## src/rtl/i2cByteEnginePkg.sv

```systemverilog
package i2cByteEnginePkg;

  typedef enum logic [1:0] {
    MODE_IDLE = 2'd0,
    MODE_MTX  = 2'd1,
    MODE_MRX  = 2'd2,
    MODE_SRX  = 2'd3
  } engineMode_e;

  typedef enum logic [1:0] {
    DRV_HOLD    = 2'd0,
    DRV_RELEASE = 2'd1,
    DRV_DATA    = 2'd2,
    DRV_LOW     = 2'd3
  } driveSel_e;

  // strobes from control to datapath
  typedef struct packed {
    logic      load;
    driveSel_e drive;
    logic      sampleData;
    logic      latchAck;
  } dpCtl_t;

endpackage

```

## src/rtl/i2cByteDatapath.sv

```systemverilog
module i2cByteDatapath
  import i2cByteEnginePkg::*;
#(
  parameter int DATA_BITS = 8
) (
  input  logic                 clk,
  input  logic                 rstN,
  input  dpCtl_t               ctl,
  input  logic [DATA_BITS-1:0] txData,
  input  logic                 sdaIn,
  output logic                 sdaOe,
  output logic                 lineLow,
  output logic [DATA_BITS-1:0] rxData,
  output logic                 ackRcvd
);

  logic [DATA_BITS-1:0] shiftReg;

  // shift register: loaded at start, MSB leaves first, samples enter at LSB
  always_ff @(posedge clk) begin
    if (!rstN) begin
      shiftReg <= '0;
    end else if (ctl.load) begin
      shiftReg <= txData;
    end else if (ctl.sampleData) begin
      shiftReg <= {shiftReg[DATA_BITS-2:0], sdaIn};
    end
  end

  // open-drain enable, updated only when control selects a drive action
  always_ff @(posedge clk) begin
    if (!rstN) begin
      sdaOe <= 1'b0;
    end else begin
      case (ctl.drive)
        DRV_RELEASE: sdaOe <= 1'b0;
        DRV_DATA:    sdaOe <= ~shiftReg[DATA_BITS-1];
        DRV_LOW:     sdaOe <= 1'b1;
        default:     sdaOe <= sdaOe;
      endcase
    end
  end

  always_ff @(posedge clk) begin
    if (!rstN) begin
      rxData  <= '0;
      ackRcvd <= 1'b0;
    end else if (ctl.latchAck) begin
      rxData  <= shiftReg;
      ackRcvd <= ~sdaIn;
    end
  end

  // released by us yet low on the wire: someone else is driving
  assign lineLow = ~sdaOe & ~sdaIn;

  AST_NO_LOAD_WHILE_SAMPLE: assert property (@(posedge clk) disable iff (!rstN)
    !(ctl.load && ctl.sampleData)) else $error("load and sample together");

endmodule

```

## src/rtl/i2cByteControl.sv

```systemverilog
module i2cByteControl
  import i2cByteEnginePkg::*;
#(
  parameter int DATA_BITS = 8
) (
  input  logic        clk,
  input  logic        rstN,
  input  logic        startTx,
  input  logic        startRx,
  input  logic        rxAckEn,
  input  logic        clrIrq,
  input  logic        clrArb,
  input  logic        sclLowStrobe,
  input  logic        sclHighStrobe,
  input  logic        lineLow,
  output dpCtl_t      ctl,
  output logic        sclReq,
  output logic        irqFlag,
  output logic [1:0]  mode,
  output logic        arbLost
);

  localparam int CNT_W = $clog2(DATA_BITS + 1);
  localparam logic [CNT_W-1:0] ACK_IDX = CNT_W'(DATA_BITS);

  logic             busy;
  logic [CNT_W-1:0] bitCnt;
  logic             ackEnReg;
  engineMode_e      modeReg;

  logic canStart, goTx, goRx, atAck, lostNow, doneNow;

  always_comb begin
    canStart = !busy && !irqFlag && !arbLost;
    goTx     = canStart && startTx;
    goRx     = canStart && startRx && !startTx;
    atAck    = (bitCnt == ACK_IDX);
    lostNow  = busy && sclHighStrobe && lineLow &&
               (((modeReg == MODE_MTX) && !atAck) ||
                ((modeReg == MODE_MRX) && atAck));
    doneNow  = busy && sclHighStrobe && atAck;
  end

  // datapath strobes
  always_comb begin
    ctl            = '0;
    ctl.drive      = DRV_HOLD;
    ctl.load       = goTx || goRx;
    ctl.sampleData = busy && sclHighStrobe && !atAck;
    ctl.latchAck   = doneNow;
    if (sclLowStrobe) begin
      if (!busy || modeReg == MODE_SRX) begin
        ctl.drive = DRV_RELEASE;
      end else if (!atAck) begin
        ctl.drive = (modeReg == MODE_MTX) ? DRV_DATA : DRV_RELEASE;
      end else begin
        ctl.drive = (modeReg == MODE_MRX && ackEnReg) ? DRV_LOW : DRV_RELEASE;
      end
    end
  end

  always_ff @(posedge clk) begin
    if (!rstN) begin
      busy     <= 1'b0;
      bitCnt   <= '0;
      ackEnReg <= 1'b0;
      modeReg  <= MODE_IDLE;
    end else begin
      if (goTx || goRx) begin
        busy     <= 1'b1;
        bitCnt   <= '0;
        ackEnReg <= goRx && rxAckEn;
        modeReg  <= goTx ? MODE_MTX : MODE_MRX;
      end else begin
        if (lostNow) modeReg <= MODE_SRX;
        if (doneNow) begin
          busy <= 1'b0;
        end else if (busy && sclHighStrobe) begin
          bitCnt <= bitCnt + CNT_W'(1);
        end
      end
    end
  end

  always_ff @(posedge clk) begin
    if (!rstN) begin
      irqFlag <= 1'b0;
      arbLost <= 1'b0;
    end else begin
      if (doneNow)     irqFlag <= 1'b1;
      else if (clrIrq) irqFlag <= 1'b0;
      if (lostNow)     arbLost <= 1'b1;
      else if (clrArb) arbLost <= 1'b0;
    end
  end

  assign sclReq = busy;
  assign mode   = modeReg;

  AST_CNT_RANGE: assert property (@(posedge clk) disable iff (!rstN)
    bitCnt <= ACK_IDX) else $error("bit counter out of range");
  AST_LOSS_TO_SLAVE: assert property (@(posedge clk) disable iff (!rstN)
    $rose(arbLost) |-> (mode == MODE_SRX)) else $error("loss without slave mode");
  AST_IRQ_ENDS_CLOCK: assert property (@(posedge clk) disable iff (!rstN)
    $rose(irqFlag) |-> !sclReq) else $error("clock still requested at irq");
  AST_NO_CLOCK_AFTER_LOSS: assert property (@(posedge clk) disable iff (!rstN)
    (arbLost && !sclReq) |=> !sclReq) else $error("clock restarted after loss");
  AST_MRX_LOSS_AT_ACK: assert property (@(posedge clk) disable iff (!rstN)
    ($rose(arbLost) && $past(modeReg == MODE_MRX)) |-> $past(bitCnt == ACK_IDX))
    else $error("receive loss off the ninth bit");

endmodule

```

## src/rtl/i2cByteEngine.sv

```systemverilog
module i2cByteEngine
  import i2cByteEnginePkg::*;
#(
  parameter int DATA_BITS = 8
) (
  input  logic                 clk,
  input  logic                 rstN,
  input  logic                 startTx,
  input  logic                 startRx,
  input  logic [DATA_BITS-1:0] txData,
  input  logic                 rxAckEn,
  input  logic                 clrIrq,
  input  logic                 clrArb,
  input  logic                 sclLowStrobe,
  input  logic                 sclHighStrobe,
  input  logic                 sdaIn,
  output logic                 sdaOe,
  output logic                 sclReq,
  output logic                 irqFlag,
  output logic [1:0]           mode,
  output logic                 arbLost,
  output logic                 ackRcvd,
  output logic [DATA_BITS-1:0] rxData
);

  dpCtl_t ctl;
  logic   lineLow;

  i2cByteControl #(.DATA_BITS(DATA_BITS)) i_control (
    .clk(clk), .rstN(rstN), .startTx(startTx), .startRx(startRx),
    .rxAckEn(rxAckEn), .clrIrq(clrIrq), .clrArb(clrArb),
    .sclLowStrobe(sclLowStrobe), .sclHighStrobe(sclHighStrobe),
    .lineLow(lineLow), .ctl(ctl), .sclReq(sclReq), .irqFlag(irqFlag),
    .mode(mode), .arbLost(arbLost)
  );

  i2cByteDatapath #(.DATA_BITS(DATA_BITS)) i_datapath (
    .clk(clk), .rstN(rstN), .ctl(ctl), .txData(txData), .sdaIn(sdaIn),
    .sdaOe(sdaOe), .lineLow(lineLow), .rxData(rxData), .ackRcvd(ackRcvd)
  );

  AST_SDA_ON_LOW_PHASE: assert property (@(posedge clk) disable iff (!rstN)
    $changed(sdaOe) |-> $past(sclLowStrobe)) else $error("SDA moved outside low phase");
  AST_SLAVE_RELEASED: assert property (@(posedge clk) disable iff (!rstN)
    (mode == MODE_SRX) |-> !sdaOe) else $error("slave receiver drives SDA");

endmodule

```

## config.mk

```make
export PLATFORM = sky130hd
export DESIGN_NAME = i2cByteEngine
export DESIGN_NICKNAME = d
export VERILOG_FILES = /design/src/rtl/i2cByteEnginePkg.sv /design/src/rtl/i2cByteDatapath.sv /design/src/rtl/i2cByteControl.sv /design/src/rtl/i2cByteEngine.sv
export SDC_FILE = /design/constraint.sdc
export NUM_CORES = 1
export LEC_CHECK = 0
export ABC_AREA = 1
export BUFFER_PORTS_ARGS = -buffer_cell sky130_fd_sc_hd__buf_2
export CAP_MARGIN = 40
export CELL_PAD_IN_SITES_DETAIL_PLACEMENT = 1
export CELL_PAD_IN_SITES_GLOBAL_PLACEMENT = 2
export CORE_MARGIN = 1.5
export CORE_UTILIZATION = 24
export DETAILED_ROUTE_END_ITERATION = 10
export MAX_ROUTING_LAYER = met4
export PLACE_DENSITY_LB_ADDON = 0.12
export SYNTH_ARGS = -nofsm -noshare
export SYNTH_HDL_FRONTEND = slang
export SYNTH_SLANG_ARGS = --single-unit
```

## constraint.sdc

```tcl
create_clock -name clk -period 1.8 [get_ports clk]
set_input_delay 0.09 -clock clk [delete_from_list [all_inputs] [get_ports clk]]
set_output_delay 0.09 -clock clk [all_outputs]
set_load 0.02 [all_outputs]
```

* Word level (Yosys, flattened, before mapping)
Index checks and enable logic that the tools add are counted.
** Word-level totals
- Bits in latches :: 0
- Memory bits (writable) :: 0
- Bits in read-only memories :: 0
- Bits in registers :: 28
- Word-level logic and storage cells :: 71
- Memories kept :: 0
- Output and inout bits :: 15
** Operators by class
- Mux-type cells :: 17
- Reduce and logical (&&, ||, !) cells :: 30
- $mul :: 0
- Equal/unequal tests :: 7
- Add/subtract/negate cells :: 1
- Shifts and indexed selects :: 0
- Magnitude comparators :: 0
- Bitwise logic cells :: 6
- Divide/modulo/power cells :: 0
** Operators with widths (count)
- two-way mux 2 bit :: 8
- two-way mux 8 bit :: 2
- logical AND 1 bit :: 14
- nonzero test 2 bit :: 5
- == test 2 bit (second input constant) :: 4
- two-way mux 1 bit :: 6
- zero test 1 bit :: 5
- inverter 1 bit :: 5
- adder 4 x 1 -> 4 bit (second input constant) :: 1
- == test 2 x 1 -> 1 bit (second input constant) :: 2
- == test 4 bit (second input constant) :: 1
- logical OR 1 bit :: 3
- case mux 1 bit (3 select lines) :: 1
- nonzero test 3 bit :: 1
- AND reduction 2 bit :: 1
- OR reduction 2 bit :: 1
- AND 1 bit :: 1

* Logic depth before layout (Yosys ltp)
Gate-level depths: netlist of run 1.
- Depth in word-level cells :: 8
- Mapped depth :: 9
- Depth with buffers taken out :: 9

* Cells and area by module
From an unflattened synthesis of run 1, not the netlist that was laid out.
** Second synthesis, totals
- Cells, all modules :: 184
- Area, all modules :: 1318.8 um^2
** Modules (own cells, without submodules)
- i2cByteDatapath :: area each 767.0 um^2, seq. area each 360.3 um^2, instances 1, cells an instance 106
- i2cByteControl :: area each 551.8 um^2, seq. area each 200.2 um^2, instances 1, cells an instance 78

* Worst setup path after synthesis of run 1
No wires, ideal clock.
- Path kind :: reg2reg
- From :: register i_control.bitCnt[0]
- To :: register i_datapath.shiftReg[1]
- Data arrival time :: 1165 ps
- Stages on the path, launching flop included :: 8
- Path buffers :: 1
- Setup time :: 120 ps
- Setup slack :: 516 ps
- Data required time :: 1680 ps
- Cell sequence :: dfxtp_1 > inv_1 > ha_1 > nand3_1 > nand2_4 > buf_6 > a21oi_1 > a21oi_1
** Between the ends
- Longest elaborated chain between the ends :: 4
** RTL lines
- start: declaration :: RTL line i2cByteControl.sv:27 : logic [CNT_W-1:0] bitCnt;
- start signal: assignment :: RTL line i2cByteControl.sv:79 : bitCnt <= bitCnt + CNT_W'(1);
- == test 4 bit :: RTL line i2cByteControl.sv:37 : atAck = (bitCnt == ACK_IDX);
- zero test 1 bit :: RTL line i2cByteControl.sv:49 : ctl.sampleData = busy && sclHighStrobe && !atAck;
- logical AND 1 bit :: RTL line i2cByteControl.sv:49
- nonzero test 2 bit (no source line)
- end signal: assignment :: RTL line i2cByteDatapath.sv:24 : shiftReg <= txData;
- end signal: assignment :: RTL line i2cByteDatapath.sv:26 : shiftReg <= {shiftReg[DATA_BITS-2:0], sdaIn};
- end: declaration :: RTL line i2cByteDatapath.sv:17 : logic [DATA_BITS-1:0] shiftReg;
Every way passes these cells.
A chain may end at the register's enable or synchronous reset.

* Worst setup path after layout of run 1
- From :: register i_control.bitCnt[0]
- To :: register i_datapath.ackRcvd
** Between the ends
- Longest elaborated chain between the ends :: 2
** RTL lines
- == test 4 bit :: RTL line i2cByteControl.sv:37
- logical AND 1 bit :: RTL line i2cByteControl.sv:41 : doneNow = busy && sclHighStrobe && atAck;
- end signal: assignment :: RTL line i2cByteDatapath.sv:50 : ackRcvd <= ~sdaIn;
- end: declaration :: RTL line i2cByteDatapath.sv:14 : output logic ackRcvd
Every way passes these cells.

==> results of run 1 <==
==> metrics by stage <==
stage | worst slack (ps) | instance area [sq um] | power, mW | utilization
after floorplan | 516 | 1270 | 0.798 | -
after global placement | 316 | 1470 | 0.856 | 0.287
after detailed placement | 211 | 1470 | 0.860 | 0.287
after CTS | 169 | 1540 | 1.38 | 0.301
after global routing | 31.2 | 1540 | 1.43 | 0.301
final | 199 | 1540 | 1.35 | 0.301
==> per-layer routing <==
layer,share of wire,global-route usage
met1,0.52,0.191
met2,0.44,0.214
met3,0.031,0.0212
met4,0.0052,0.0238
met5,0,-
==> power by group <==
part	switching, mW	internal, mW	leakage, nW
combinational	0.105	0.0577	0.412
sequential	0.0292	0.649	0.229
clock	0.215	0.298	0.0357
total	0.349	1.00	0.677
==> placed cells by master, fill, tap and decap left out, drive strengths merged <==
cell type and n:
clkbuf 3, buf 32, or2 1, inv 17, nand3b 1, nor2 26
nand3 7, a31oi 1, a21oi 21, and3 1, nand4 3, dfxtp 28
xor2 1, nand2 38, nor3 1, o21ai 19, ha 2, bufinv 1
==> worst paths after layout <==
path / endpoint / cells after the start / slack [ps] / start
setup reg to reg: i_datapath.ackRcvd$_SDFFE_PN0P_ / 8 / 200 / i_control.bitCnt[0]$_SDFFE_PP0P_
hold reg to reg: i_datapath.rxData[7]$_SDFFE_PN0P_ / 2 / 490 / i_datapath.rxData[7]$_SDFFE_PN0P_
setup / recovery: i_datapath.ackRcvd$_SDFFE_PN0P_ / 8 / 200 / i_control.bitCnt[0]$_SDFFE_PP0P_
hold / removal: i_datapath.ackRcvd$_SDFFE_PN0P_ / 2 / 40 / sdaIn
==> critical path, delay by kind of cell (launching register included) <==
kind	cells	cell delay, ps
simple gates	3	470
compound gates	2	220
flops	1	350
buf+inv	2	330
fa+ha+maj	1	160
==> area by class of cell <==
class                   instances  area (sq um)  share of cell area
well taps                      70          87.6              0.0569
inverters                      17          66.3              0.0431
clock inverters                 1          30.0              0.0195
clock buffers                   3          41.3              0.0268
multi-input cells             122           593               0.385
repair buffers                 32           160               0.104
flip-flops and latches         28           561               0.364
==> flip-flops by register name, summed over array words and instances (netlist names) <==
register / flops
i_control.mode: 2
i_datapath.rxData: 8
i_datapath.sdaOe: 1
i_control.sclReq: 1
i_control.bitCnt: 4
i_control.ackEnReg: 1
i_control.arbLost: 1
i_datapath.shiftReg: 8
i_datapath.ackRcvd: 1
i_control.irqFlag: 1
==> cells by family after synthesis <==
group                      count (synthesis)
buffers and inverters                     23
adders and majority gates                  2
and+or+nand+nor                           78
DFF                                       28
xor gates and xnor gates                   1
AOI/OAI and AO/OA                         41
==> flow_summary.ini, run 1 <==
[timing]
worst_pin_slew_ps = 591
timing.fmax_mhz = 625
finalSetupTns_ps = 0
clock_skew_ps = 8.51
hold-worst-slack_ps = 40.7
relSlewSlack = 0.606
final_max_slew_viol_count = 0
period_needed_ps = 1600
hold_viol = 0
finalSetupViolCount = 0
finalCritPeriodShare = 0.889
rsz0062_at_grt = no

[clock_network]
cts_buffer_depth = 2
postCtsSetupRepairBufs = 0
worstSkewPairLatency_ps = 280
cts.sinks = 28
cts_hold_buf = 0
cts_resized = 0
cts_root_buf = clkbuf_8
clk_pin_slew_ps = 110
cts_buffers = 3
htreeDepth = 1
cts_tree = yes

[setup_path]
worstPathRequired_ps = 2020
worst_setup_path_end_kind = flop
crit_slowest_cell = dfxtp_1
setup.worst_path.class = flop to flop
arrival_ps = 1820
cp_cell_sequence = inv_1, ha_1, nand2_1, nor2_1, nand2_1, inv_2, o21ai_0, a21oi_1
cpMostUsedCell = nand2_1
critPathLaunchType = flop
critical_path.max_fanout = 11
slowest_delay_ps = 350

[power_and_ir_drop]
cellLeakagePower_nw = 0.677
peakVddDrop_mv = 0.304
cellPowerDensity_nw_per_um2 = 880

[yosys]
syn_area_sq_um = 1270
synth_seq_area_share = 0.441
synth.largest_area_cell = dfxtp_1
synth_seq_cells = 28
synth_commonest_cells = 34 x nand2_1, 28 x dfxtp_1, 24 x nor2_1
syn_area_per_cell_sq_um = 7.36
ys_types = 26
synthMuxAreaShare = 0
synth_most_common_cell = nand2_1
synth_enable_flop_cells = 0
syn_nets = 193
synth_top_area_share = 0.441
synthCells = 173
async_reset_ff_frac = 0
synth_warnings = 0
synth-compound-area-share = 0.168
synth-xor-area-share = 0.00688
synthTopCellsByArea = dfxtp_1 44%, nand2_1 10%, a21oi_1 7.9%, nor2_1 7.1%, o21ai_0 6.3%
synth_top_family_by_area = simple AND/OR/NAND/NOR gates
ys.flop_type = dfxtp_1
synth-simple-area-share = 0.271
synthAdderAreaFrac = 0.0197

[drt]
wirelength_um = 3620
dr.first_iter.drc_count = 42
ant_nets = 0
via_count = 1201
firstDrtPassIters = 4
drc = 0
viasPerCell = 4.40
wl_per_cell_um = 13.3

[die]
rows = 26
die-area_sq_um = 5750
die_h_um = 75.8
fp.dieW_um = 75.8
coreArea_sq_um = 5110
ioPinCount = 33
initial_core_util = 0.249

[placed_design]
hpwl_um = 2790
place.gp.congestion = 0.740
io_buffer_count = 32
post-place-cells = 269

[flow_run]
drv_cap = 0

[grt]
grt_pass1_wl_um = 5810
antenna_found_initial = 0
grt_max_degree = 22
overflow = 0
grt_util_all_layers = 0.138
grt_pass1_vias = 1187

[worst_hold_path]
hold_path.class = input pin to flop

[cells_and_area]
nets = 224
area_growth_pct = 20.9
drive_above_1_share = 0.246
fin_cells = 273
fillers = 658
n_antenna_cell = 0

[run_status]
status = finished, final reports clean
Power figures use the tool's default switching activity.
==> run 2: changes to the inputs <==
--- a/config.mk
+++ b/config.mk
@@ -13,8 +13,7 @@
 export CORE_MARGIN = 1.5
 export CORE_UTILIZATION = 24
 export DETAILED_ROUTE_END_ITERATION = 10
-export MAX_ROUTING_LAYER = met4
-export PLACE_DENSITY_LB_ADDON = 0.12
+export PLACE_DENSITY_LB_ADDON = 0.1
 export SYNTH_ARGS = -nofsm -noshare
 export SYNTH_HDL_FRONTEND = slang
 export SYNTH_SLANG_ARGS = --single-unit
==> run 2 against run 1 <==
Core utilization about the same. Worst setup slack improved by 59 ps. Wire length increased by 0.66%. Sequential share of layout area decreased by 0.059 points. Sequential power about the same. Non-clock buffer count unchanged.
==> flow_summary.ini, run 2 (same netlist as run 1, synthesis figures left out) <==
[timing]
finalCritPeriodShare = 0.856
clock_skew_ps = 5.40
rsz0062_at_grt = no
fin_ws_ps = 259
hold_viol = 0
finalSetupTns_ps = 0
hold-worst-slack_ps = 30.1
relSlewSlack = 0.607
final_max_slew_viol_count = 0
timing.fmax_mhz = 649
period_needed_ps = 1540
finalSetupViolCount = 0
worst_pin_slew_ps = 589

[placed_design]
place.gp.congestion = 0.746
hpwl_um = 2780
io_buffer_count = 32
post-place-ws_ps = 187

[drt]
dr.first_iter.drc_count = 35
via_count = 1199
wirelength_um = 3650
firstDrtPassIters = 4
drc = 0
ant_nets = 0
viasPerCell = 4.39
wl_per_cell_um = 13.4

[grt]
grt_util_all_layers = 0.141
grt_max_degree = 22
grt_util_met2 = 0.221
busiest_layer = met2
globalRouteMet1Util = 0.196
grt_pass1_wl_um = 6000
grt_pass1_vias = 1245
overflow = 0
use_met3 = 0.0212
antenna_found_initial = 0

[clock_network]
cts.sinks = 28
clk_pin_slew_ps = 110
postCtsSetupRepairBufs = 0
htreeDepth = 1
cts_buffers = 3
cts_tree = yes
worstSkewPairLatency_ps = 280
cts_buffer_depth = 2
cts_root_buf = clkbuf_8

[power_and_ir_drop]
clkPwrFrac = 0.379
cellLeakagePower_nw = 0.678
peakVddDrop_mv = 0.399
p_int_mw = 1.01
power_mw = 1.36
switching_share = 0.259
p_seq_frac = 0.501
switching_power_uw = 350
cellPowerDensity_nw_per_um2 = 879
pwr-share-comb = 0.121

[die]
coreArea_sq_um = 5110
die-area_sq_um = 5750
rows = 26
ioPinCount = 33
initial_core_util = 0.249
die_h_um = 75.8
fp.dieW_um = 75.8

[cells_and_area]
mostFrequentLayoutCell = nand2_1
final_util = 0.302
final_cell_mix = 33 x nand2_1, 32 x buf_2, 28 x dfxtp_1
fillers = 645
n_antenna_cell = 0
area_growth_pct = 21.1
drive_above_1_share = 0.251
regArea_sq_um = 561
largestRegisters = i_datapath.rxData: 8 flops, i_datapath.shiftReg: 8 flops, i_control.bitCnt: 4 flops
nets = 224
multi_input_area_sq_um = 596

[flow_run]
drv_cap = 0

[setup_path]
worst_setup_path_end_kind = flop
arrival_ps = 1770
cp_cell_sequence = inv_1, ha_1, nand2_1, nor2_1, nand2_2, inv_2, o21ai_0, a21oi_1
critical_path.max_fanout = 11
setup.worst_path.class = flop to flop
worstPathRequired_ps = 2030
path_buf_inv = 2
critPathLaunchType = flop
cpLargestDelayFamily = simple AND/OR/NAND/NOR gates
slowest_delay_ps = 350
crit_slowest_cell = dfxtp_1

[run_status]
status = finished, final reports clean

[worst_hold_path]
hold_path.class = input pin to flop
-- run 2: cell counts in the layout (fill, tap and decap cells not counted) --
Identical to the previous run, type by type.
-- run 2: metrics by stage --
stage                     instance area [sq um]  cells
after floorplan                            1270    173
after global placement                     1470    269
after detailed placement                   1470    269
after CTS                                  1540    273
after global routing                       1540    273
final                                      1540    273
-- run 2: path summary, 6_finish.rpt --
kind | endpoint | slack, ps | cells after the start | startpoint
min | i_datapath.ackRcvd$_SDFFE_PN0P_ | 30 | 2 | sdaIn
min reg2reg | i_datapath.rxData[7]$_SDFFE_PN0P_ | 490 | 2 | i_datapath.rxData[7]$_SDFFE_PN0P_
max | i_datapath.ackRcvd$_SDFFE_PN0P_ | 260 | 8 | i_control.bitCnt[0]$_SDFFE_PP0P_
max reg2reg | i_datapath.ackRcvd$_SDFFE_PN0P_ | 260 | 8 | i_control.bitCnt[0]$_SDFFE_PP0P_
-- run 2: metal layers --
layer  share of wire  up-vias  wire [um]
met5               0        -          0
met4          0.0096        0         35
met3           0.031        4        113
met2            0.44       23       1600
met1            0.52      548       1900
li1                -      624          -
-- run 2: worst register-to-register path: stages (launching register included) --
cell and delay, ps:
dfxtp_1 350, inv_1 80, ha_1 170, nand2_1 60, nor2_1 210, nand2_2 190, inv_2 210, o21ai_0 100
a21oi_1 120
-- run 2: repair_timing --
| item | CTS | global route |
|---|---|---|
| setup endpoints to repair | 0 | 1 |
| hold buffers | 0 | 0 |
| resized for setup | 0 | 1 |
-- run 2: area by class of cell --
cell class / count / share of cell area
flip-flops and latches: 28 / 0.364
clock inverters: 1 / 0.0195
repair buffers: 32 / 0.104
clock buffers: 3 / 0.0268
well taps: 70 / 0.0568
inverters: 17 / 0.0430
multi-input cells: 122 / 0.386
-- run 2: power groups by stage --
stage | registers (mW) | clock network [mW] | logic (mW)
finish | 0.679 | 0.514 | 0.163
global route | 0.684 | 0.566 | 0.187
CTS | 0.679 | 0.530 | 0.167
detailed placement | 0.693 | 0 | 0.166
global placement | 0.692 | 0 | 0.164
floorplan | 0.691 | 0 | 0.107
